[src/rtl/afe_serctl_pkg.sv]
package afe_serctl_pkg;

    typedef enum logic [2:0] {
        ST_IDLE,
        ST_HEAD,
        ST_WDATA,
        ST_RDATA,
        ST_TAIL,
        ST_BAD
    } sc_state_t;

endpackage

[src/rtl/afe_serctl_sync.sv]
module afe_serctl_sync (
    input  logic clk,
    input  logic rst_n,
    input  logic sclk,
    input  logic sel_n,
    input  logic sdi,
    output logic sclk_rise,
    output logic sclk_fall,
    output logic sel_act,
    output logic sdi_s
);

    logic sclk_q, sclk_d, sel_q, sdi_q;

    always_ff @(posedge clk or negedge rst_n) begin
        if (!rst_n) begin
            sclk_q <= 1'b0;
            sclk_d <= 1'b0;
            sel_q  <= 1'b1;
            sdi_q  <= 1'b0;
        end else begin
            sclk_q <= sclk;
            sclk_d <= sclk_q;
            sel_q  <= sel_n;
            sdi_q  <= sdi;
        end
    end

    assign sclk_rise = sclk_q & ~sclk_d;
    assign sclk_fall = ~sclk_q & sclk_d;
    assign sel_act   = ~sel_q;
    assign sdi_s     = sdi_q;

endmodule

[src/rtl/afe_serctl_fsm.sv]
module afe_serctl_fsm
    import afe_serctl_pkg::*;
#(
    parameter int ADDR_W = 3,
    parameter int DATA_W = 8
) (
    input  logic              clk,
    input  logic              rst_n,
    input  logic              sel_act,
    input  logic              sclk_rise,
    input  logic              sclk_fall,
    input  logic              sdi_s,
    input  logic [DATA_W-1:0] rd_data,
    output logic [ADDR_W-1:0] rd_addr,
    output logic              snap_load,
    output logic [ADDR_W-1:0] acc_addr,
    output logic [DATA_W-1:0] wdata,
    output logic              commit_wr,
    output logic              commit_rd,
    output logic              sdo
);

    localparam int HDR_LEN   = 1 + ADDR_W;
    localparam int FRAME_LEN = HDR_LEN + DATA_W;
    localparam int CNT_W     = $clog2(FRAME_LEN + 1);
    localparam logic [CNT_W-1:0] HDR_LAST   = CNT_W'(HDR_LEN - 1);
    localparam logic [CNT_W-1:0] FRAME_LAST = CNT_W'(FRAME_LEN - 1);
    localparam logic [CNT_W-1:0] FRAME_FULL = CNT_W'(FRAME_LEN);

    sc_state_t         state, state_nx;
    logic [CNT_W-1:0]  cnt;
    logic [DATA_W-1:0] in_sh;
    logic [DATA_W-1:0] out_sh;
    logic              rw_q;
    logic              sdo_q;
    logic              counting;

    assign counting  = (state == ST_HEAD) || (state == ST_WDATA) || (state == ST_RDATA);
    assign rd_addr   = {in_sh[ADDR_W-2:0], sdi_s};
    assign snap_load = (state == ST_HEAD) && sel_act && sclk_fall && (cnt == HDR_LAST);
    assign commit_wr = (state == ST_TAIL) && !sel_act && !rw_q;
    assign commit_rd = (state == ST_TAIL) && !sel_act && rw_q;
    assign sdo       = sdo_q;

    // next-state logic
    always_comb begin
        state_nx = state;
        unique case (state)
            ST_IDLE: begin
                if (sel_act) state_nx = ST_HEAD;
            end
            ST_HEAD: begin
                if (!sel_act)
                    state_nx = ST_IDLE;
                else if (sclk_fall && (cnt == HDR_LAST))
                    state_nx = in_sh[ADDR_W-1] ? ST_RDATA : ST_WDATA;
            end
            ST_WDATA, ST_RDATA: begin
                if (!sel_act)
                    state_nx = ST_IDLE;
                else if (sclk_fall && (cnt == FRAME_LAST))
                    state_nx = ST_TAIL;
            end
            ST_TAIL: begin
                if (!sel_act)
                    state_nx = ST_IDLE;
                else if (sclk_fall)
                    state_nx = ST_BAD;
            end
            ST_BAD: begin
                if (!sel_act) state_nx = ST_IDLE;
            end
            default: state_nx = ST_IDLE;
        endcase
    end

    // state register
    always_ff @(posedge clk or negedge rst_n) begin
        if (!rst_n) state <= ST_IDLE;
        else        state <= state_nx;
    end

    // shift-in datapath
    always_ff @(posedge clk or negedge rst_n) begin
        if (!rst_n) begin
            cnt      <= '0;
            in_sh    <= '0;
            rw_q     <= 1'b0;
            acc_addr <= '0;
            wdata    <= '0;
        end else if (state == ST_IDLE) begin
            cnt <= '0;
        end else if (sel_act && sclk_fall && counting) begin
            cnt   <= cnt + CNT_W'(1);
            in_sh <= {in_sh[DATA_W-2:0], sdi_s};
            if (cnt == HDR_LAST) begin
                rw_q     <= in_sh[ADDR_W-1];
                acc_addr <= rd_addr;
            end
            if ((state == ST_WDATA) && (cnt == FRAME_LAST))
                wdata <= {in_sh[DATA_W-2:0], sdi_s};
        end
    end

    // output process: serial read data
    always_ff @(posedge clk or negedge rst_n) begin
        if (!rst_n) begin
            sdo_q  <= 1'b0;
            out_sh <= '0;
        end else if (!sel_act || (state == ST_IDLE)) begin
            sdo_q <= 1'b0;
        end else begin
            if (snap_load)
                out_sh <= rd_data;
            if (sclk_rise) begin
                if (state == ST_RDATA) begin
                    sdo_q  <= out_sh[DATA_W-1];
                    out_sh <= {out_sh[DATA_W-2:0], 1'b0};
                end else begin
                    sdo_q <= 1'b0;
                end
            end
        end
    end

    assert_idle_quiet_R6: assert property (@(posedge clk) disable iff (!rst_n)
        (state == ST_IDLE) |-> !sdo_q);

    assert_head_quiet_R6: assert property (@(posedge clk) disable iff (!rst_n)
        (state == ST_HEAD) |-> !sdo_q);

    assert_cnt_bound_R2: assert property (@(posedge clk) disable iff (!rst_n)
        cnt <= FRAME_FULL);

    assert_commit_len_R7: assert property (@(posedge clk) disable iff (!rst_n)
        (commit_wr || commit_rd) |-> (cnt == FRAME_FULL));

endmodule

[src/rtl/afe_serctl_regs.sv]
module afe_serctl_regs #(
    parameter int          ADDR_W    = 3,
    parameter int          DATA_W    = 8,
    parameter int          RX_MAX    = 80,
    parameter int          TX_MAX    = 16,
    parameter int          RX_RST    = 0,
    parameter int          TX_RST    = 0,
    parameter int          PLL_RST   = 'h40,
    parameter int          ADDR_RX   = 0,
    parameter int          ADDR_TX   = 1,
    parameter int          ADDR_PLL  = 4,
    parameter int          ADDR_STAT = 7,
    parameter bit          CLAMP_EN  = 1'b1
) (
    input  logic              clk,
    input  logic              rst_n,
    input  logic              commit_wr,
    input  logic              commit_rd,
    input  logic [ADDR_W-1:0] acc_addr,
    input  logic [DATA_W-1:0] wdata,
    input  logic [ADDR_W-1:0] rd_addr,
    input  logic              snap_load,
    input  logic              clip_pulse,
    output logic [DATA_W-1:0] rd_data,
    output logic [DATA_W-1:0] rx_gain,
    output logic [DATA_W-1:0] tx_gain,
    output logic [DATA_W-1:0] pll_ctl
);

    localparam logic [DATA_W-1:0] RX_LIM = DATA_W'(RX_MAX);
    localparam logic [DATA_W-1:0] TX_LIM = DATA_W'(TX_MAX);
    localparam logic [ADDR_W-1:0] A_RX   = ADDR_W'(ADDR_RX);
    localparam logic [ADDR_W-1:0] A_TX   = ADDR_W'(ADDR_TX);
    localparam logic [ADDR_W-1:0] A_PLL  = ADDR_W'(ADDR_PLL);
    localparam logic [ADDR_W-1:0] A_STAT = ADDR_W'(ADDR_STAT);

    logic [DATA_W-1:0] rx_q, tx_q, pll_q;
    logic [DATA_W-1:0] rx_wv, tx_wv;
    logic              clip_flag, snap_q, clip_clr;

    function automatic logic [DATA_W-1:0] sat(input logic [DATA_W-1:0] v,
                                              input logic [DATA_W-1:0] lim);
        return (v > lim) ? lim : v;
    endfunction

    generate
        if (CLAMP_EN) begin : g_clamp
            assign rx_wv = sat(wdata, RX_LIM);
            assign tx_wv = sat(wdata, TX_LIM);
            assert_rx_range_R3: assert property (@(posedge clk) disable iff (!rst_n)
                rx_q <= RX_LIM);
            assert_tx_range_R4: assert property (@(posedge clk) disable iff (!rst_n)
                tx_q <= TX_LIM);
        end else begin : g_raw
            assign rx_wv = wdata;
            assign tx_wv = wdata;
        end
    endgenerate

    always_ff @(posedge clk or negedge rst_n) begin
        if (!rst_n) begin
            rx_q  <= DATA_W'(RX_RST);
            tx_q  <= DATA_W'(TX_RST);
            pll_q <= DATA_W'(PLL_RST);
        end else if (commit_wr) begin
            if (acc_addr == A_RX)  rx_q  <= rx_wv;
            if (acc_addr == A_TX)  tx_q  <= tx_wv;
            if (acc_addr == A_PLL) pll_q <= wdata;
        end
    end

    always_comb begin
        rd_data = '0;
        if (rd_addr == A_RX)   rd_data = rx_q;
        if (rd_addr == A_TX)   rd_data = tx_q;
        if (rd_addr == A_PLL)  rd_data = pll_q;
        if (rd_addr == A_STAT) rd_data = {{(DATA_W-1){1'b0}}, clip_flag};
    end

    assign clip_clr = commit_rd && (acc_addr == A_STAT) && snap_q;

    always_ff @(posedge clk or negedge rst_n) begin
        if (!rst_n) begin
            clip_flag <= 1'b0;
            snap_q    <= 1'b0;
        end else begin
            if (snap_load)
                snap_q <= (rd_addr == A_STAT) && clip_flag;
            clip_flag <= clip_pulse | (clip_flag & ~clip_clr);
        end
    end

    assign rx_gain = rx_q;
    assign tx_gain = tx_q;
    assign pll_ctl = pll_q;

    assert_clip_set_R9: assert property (@(posedge clk) disable iff (!rst_n)
        clip_pulse |=> clip_flag);

    assert_clip_keep_R10: assert property (@(posedge clk) disable iff (!rst_n)
        (clip_flag && !commit_rd) |=> clip_flag);

    assert_cfg_hold_R7: assert property (@(posedge clk) disable iff (!rst_n)
        !commit_wr |=> ($stable(rx_q) && $stable(tx_q) && $stable(pll_q)));

endmodule

[src/rtl/afe_serctl.sv]
module afe_serctl #(
    parameter int ADDR_W    = 3,
    parameter int DATA_W    = 8,
    parameter int RX_MAX    = 80,
    parameter int TX_MAX    = 16,
    parameter int PLL_RST   = 'h40,
    parameter int ADDR_RX   = 0,
    parameter int ADDR_TX   = 1,
    parameter int ADDR_PLL  = 4,
    parameter int ADDR_STAT = 7
) (
    input  logic              clk,
    input  logic              rst_n,
    input  logic              sclk,
    input  logic              sel_n,
    input  logic              sdi,
    input  logic              clip_pulse,
    output logic              sdo,
    output logic [DATA_W-1:0] rx_gain,
    output logic [DATA_W-1:0] tx_gain,
    output logic [DATA_W-1:0] pll_ctl
);

    logic              sclk_rise, sclk_fall, sel_act, sdi_s;
    logic [DATA_W-1:0] rd_data, wdata;
    logic [ADDR_W-1:0] rd_addr, acc_addr;
    logic              snap_load, commit_wr, commit_rd;

    afe_serctl_sync u_sync (
        .clk       (clk),
        .rst_n     (rst_n),
        .sclk      (sclk),
        .sel_n     (sel_n),
        .sdi       (sdi),
        .sclk_rise (sclk_rise),
        .sclk_fall (sclk_fall),
        .sel_act   (sel_act),
        .sdi_s     (sdi_s)
    );

    afe_serctl_fsm #(
        .ADDR_W (ADDR_W),
        .DATA_W (DATA_W)
    ) u_fsm (
        .clk       (clk),
        .rst_n     (rst_n),
        .sel_act   (sel_act),
        .sclk_rise (sclk_rise),
        .sclk_fall (sclk_fall),
        .sdi_s     (sdi_s),
        .rd_data   (rd_data),
        .rd_addr   (rd_addr),
        .snap_load (snap_load),
        .acc_addr  (acc_addr),
        .wdata     (wdata),
        .commit_wr (commit_wr),
        .commit_rd (commit_rd),
        .sdo       (sdo)
    );

    afe_serctl_regs #(
        .ADDR_W    (ADDR_W),
        .DATA_W    (DATA_W),
        .RX_MAX    (RX_MAX),
        .TX_MAX    (TX_MAX),
        .RX_RST    (0),
        .TX_RST    (0),
        .PLL_RST   (PLL_RST),
        .ADDR_RX   (ADDR_RX),
        .ADDR_TX   (ADDR_TX),
        .ADDR_PLL  (ADDR_PLL),
        .ADDR_STAT (ADDR_STAT),
        .CLAMP_EN  (1'b1)
    ) u_regs (
        .clk        (clk),
        .rst_n      (rst_n),
        .commit_wr  (commit_wr),
        .commit_rd  (commit_rd),
        .acc_addr   (acc_addr),
        .wdata      (wdata),
        .rd_addr    (rd_addr),
        .snap_load  (snap_load),
        .clip_pulse (clip_pulse),
        .rd_data    (rd_data),
        .rx_gain    (rx_gain),
        .tx_gain    (tx_gain),
        .pll_ctl    (pll_ctl)
    );

endmodule

[config.mk]
export PLATFORM = sky130hd
export DESIGN_NAME = afe_serctl
export DESIGN_NICKNAME = d
export VERILOG_FILES = /design/src/rtl/afe_serctl_pkg.sv /design/src/rtl/afe_serctl_sync.sv /design/src/rtl/afe_serctl_fsm.sv /design/src/rtl/afe_serctl_regs.sv /design/src/rtl/afe_serctl.sv
export SDC_FILE = /design/constraint.sdc
export NUM_CORES = 1
export LEC_CHECK = 0
export BUFFER_PORTS_ARGS = -buffer_cell sky130_fd_sc_hd__buf_2
export CAP_MARGIN = 0
export CORE_MARGIN = 2
export CORE_UTILIZATION = 40
export DETAILED_ROUTE_END_ITERATION = 6
export PLACE_DENSITY = 0.65
export SLEW_MARGIN = 30
export SYNTH_ARGS = -nofsm -noshare
export SYNTH_HDL_FRONTEND = slang
export SYNTH_SLANG_ARGS = --single-unit
[constraint.sdc]
create_clock -name clk -period 2 [get_ports clk]
set_input_delay 0.1 -clock clk [delete_from_list [all_inputs] [get_ports clk]]
set_output_delay 0.1 -clock clk [all_outputs]
set_load 0.1 [all_outputs]
==> out/qor.csv <==
metric,value,unit
finalSetupTns,0,ns
relSlewSlack,55.48,%
clockRootBuffer,clkbuf_8,
setup_viol,0,
diodes,0,
tritoncts,built,
period_share,92.56,%
comb_power_share,8.9,%
synth_ff_type,dfrtp_1,
fin_crit,1.851,ns
final_util,49.36,%
cpPeakStageDelay,0.53,ns
top_usage_layer,met2,
path_delay_family,simple AND/OR/NAND/NOR gates,
outcome,"complete, no violations",
synthXorXnorAreaFrac,0.5910,%
crit_buf_inv,0,
fin_skew,0.01087,ns
register_area,0.001629,sq mm
multi_input_area,0.001257,sq mm
ys_ff_latch,65,
vias,2063,
antenna_found_initial,0,
cts_sinks,65,
antenna_left,0,
cts_max_level,3,
rsz0062_at_grt,no,
mappedNetlistArea,0.002964,sq mm
drc_errors,0,
p_per_area,808.5,mW/mm^2
end_kind,flip-flop,
power.internal,2.181,mW
start_util,41.09,%
hold_path.class,input port to asynchronous set/reset pin,
grt_overflow,0,
grt_util_all_layers,16.64,%
maxCapViolations,0,
grt_pass1_vias,2106,
num_rows,31,
synthDominantCellAreaShare,53.19,%
synth_edf_count,0,
post_synth_inst_count,238,
r2r_cells,4,
ios,31,
synth_adder_area_share,0.4221,%
fp.dieH,90.08,um
synth_most_common_cell,dfrtp_1,
wl_per_cell,15.99,um
synthesis.nets,245,
grt_use_met3,3.185,%
worstSkewPairLatency,0.34,ns
die_w,90.08,um
routabilityCongestion,0.8259,
max_freq,540.2,MHz
switching_share,24.26,%
muxShareOfSynthArea,13.68,%
yosysSeqAreaShare,54.96,%
routed_wl,6235,um
drtIter0Drc,90,
ys_top_cells_by_count,"dfrtp_1 (63), mux2_2 (28), o21ai_0 (11)",
grt_pass1_wl,10600,um
synthArstFlopShare,100.0,%
area_growth_syn_to_layout,20.14,%
synth_warnings,0,
port_buffers,30,
yosys.area_share.simple,14.94,%
nNetsFinal,293,
worstPathCellList,ha_1 > or3b_2 > nor2b_2 > mux2_2,
use_met2,25.00,%
synth_top_family_by_area,simple AND/OR/NAND/NOR gates,
timing.reg2reg.setup_slack,0.15,ns
avgSynthCellArea,12.45,sq um
r2r-end,u_fsm.acc_addr[1],
seqPwrFrac,49.6,%
synth_area_leader_cell,dfrtp_1,
postLayoutCellArea,0.003561,sq mm
irDropWorstVdd,0.0004146,V
p_total,2.879,mW
startpoint,u_fsm.cnt[0],
placed_area,0.003281,sq mm
setup.worst_path.end,u_fsm.acc_addr[1],
startpoint_type,flip-flop,
clk_pin_slew,0.07,ns
num-fill-cells,663,
firstDrtPassIters,4,
met1_usage,22.76,%
synth_compound_area_share,12.20,%
max_slew.worst_pin.slew,0.6665,ns
crit_slowest_cell,or3b_2,
cts.path.max_buffers,2,
slew_violations,0,
synth_area_leaders,"dfrtp_1 (53%), mux2_2 (11%), mux2i_1 (3.0%), a22o_1 (2.4%), o2bb2ai_1 (2.4%)",
ys_types,44,
crit_required,2.22,ns
hpwl,4454,um
die_area,0.008114,sq mm
cp_max_fo,4,
power_switching,0.6984,mW
r2r-start,u_fsm.cnt[0],
p_clk_share,41.5,%
hold_slack,0.2751,ns
drive_above_1_share,35.05,%
leakagePower,1.663,nW
cts_inserted_buffers,9,
finalHoldViolCount,0,
worstPathArrival,2.07,ns
core,0.007214,sq mm
critical_path_class,flip-flop to flip-flop,
grt_max_degree,26,
cp.depth,4,
vias_per_cell,5.290,
layout make-up:
cell class / instances / area share, %
clock buffers: 11 / 3.689
clock inverters: 5 / 2.249
inverters: 9 / 0.9487
multi-input cells: 152 / 35.31
flip-flops and latches: 65 / 45.75
well taps: 99 / 3.479
repair buffers: 49 / 8.573
cell families after synthesis:
logic type | Yosys count
AO/OA/AOI/OAI | 50
XOR/XNOR | 2
adder cells (fa/ha/maj) | 1
buffers and inverters | 21
flip-flops | 65
multiplexers | 37
AND/OR/NAND/NOR | 62
cells in the final DEF, fill, tap and decap left out, drive strengths merged, types with 3 or more instances in the layout:
cell         Yosys  routed
dfrtp           63      63
a21o             3       3
a22o             8       8
o21ai           11      11
or3b             3       3
nor2             8       8
nor4             6       6
nand4b           3       3
inv              9       9
clkbuf           5      11
nand3            4       4
nand2            7       7
a21oi            7       7
and2             4       4
nand2b           4       4
mux2            28      28
o2bb2ai          8       8
buf              7      44
dlygate4sd3      0       5
nor2b            6       6
mux2i            9       9
a22oi            8       8
worst min-delay path by stage:
stage,startpoint,end,slack (ns),depth (start not counted)
after CTS,rst_n,u_regs.rx_gain[3],0.28,2
after global routing,rst_n,u_regs.rx_gain[3],0.33,2
final,rst_n,u_regs.rx_gain[3],0.28,2
after detailed placement,rst_n,u_regs.rx_gain[0],0.12,1
after global placement,rst_n,u_regs.rx_gain[0],0.12,1
after floorplan,rst_n,u_fsm.acc_addr[0],-0.20,0
sequential cells by signal (all words and copies together) (netlist names):
name              cells
u_fsm.state           3
u_fsm.wdata           8
u_fsm.sdo             1
u_regs.pll_ctl        8
u_regs.tx_gain        8
u_fsm.cnt             4
u_regs.clip_flag      1
u_sync.sdi_s          1
u_fsm.in_sh           7
u_fsm.acc_addr        3
u_regs.snap_q         1
u_fsm.out_sh          8
u_sync.sclk_d         1
u_sync.sel_q          1
u_sync.sclk_q         1
u_fsm.rw_q            1
u_regs.rx_gain        8
power by group through the flow:
| stage | registers [mW] | logic [mW] | clock network [mW] |
|---|---|---|---|
| after CTS | 1.43 | 0.260 | 1.22 |
| final | 1.43 | 0.256 | 1.20 |
| after global routing | 1.44 | 0.280 | 1.30 |
| after floorplan | 1.43 | 0.165 | 0 |
| after detailed placement | 1.45 | 0.252 | 0 |
| after global placement | 1.45 | 0.250 | 0 |
metal layers:
metal | part of all wire, % | vias to the layer above | wire length [um]
li1 | - | 973 | -
met1 | 49 | 1032 | 3034
met2 | 46 | 44 | 2843
met3 | 3.0 | 14 | 189
met4 | 2.7 | 0 | 168
met5 | 0 | - | 0
metrics by stage:
stage | setup WS [ns] | instances
4_1_cts | 0.01523 | 389
6_report | 0.1489 | 390
3_3_place_gp | 0.1017 | 368
2_1_floorplan | 0.2039 | 238
5_1_grt | 0.03501 | 390
3_5_place_dp | 0.07615 | 368
timing repair:
item | in CTS | in global routing
setup buffers | 0 | 1
gates resized for setup | 0 | 2
hold endpoints to repair | 26 | 0
endpoints found under the setup margin | 0 | 9
hold buffers | 5 | 0
(Power assumes the default switching activity.)
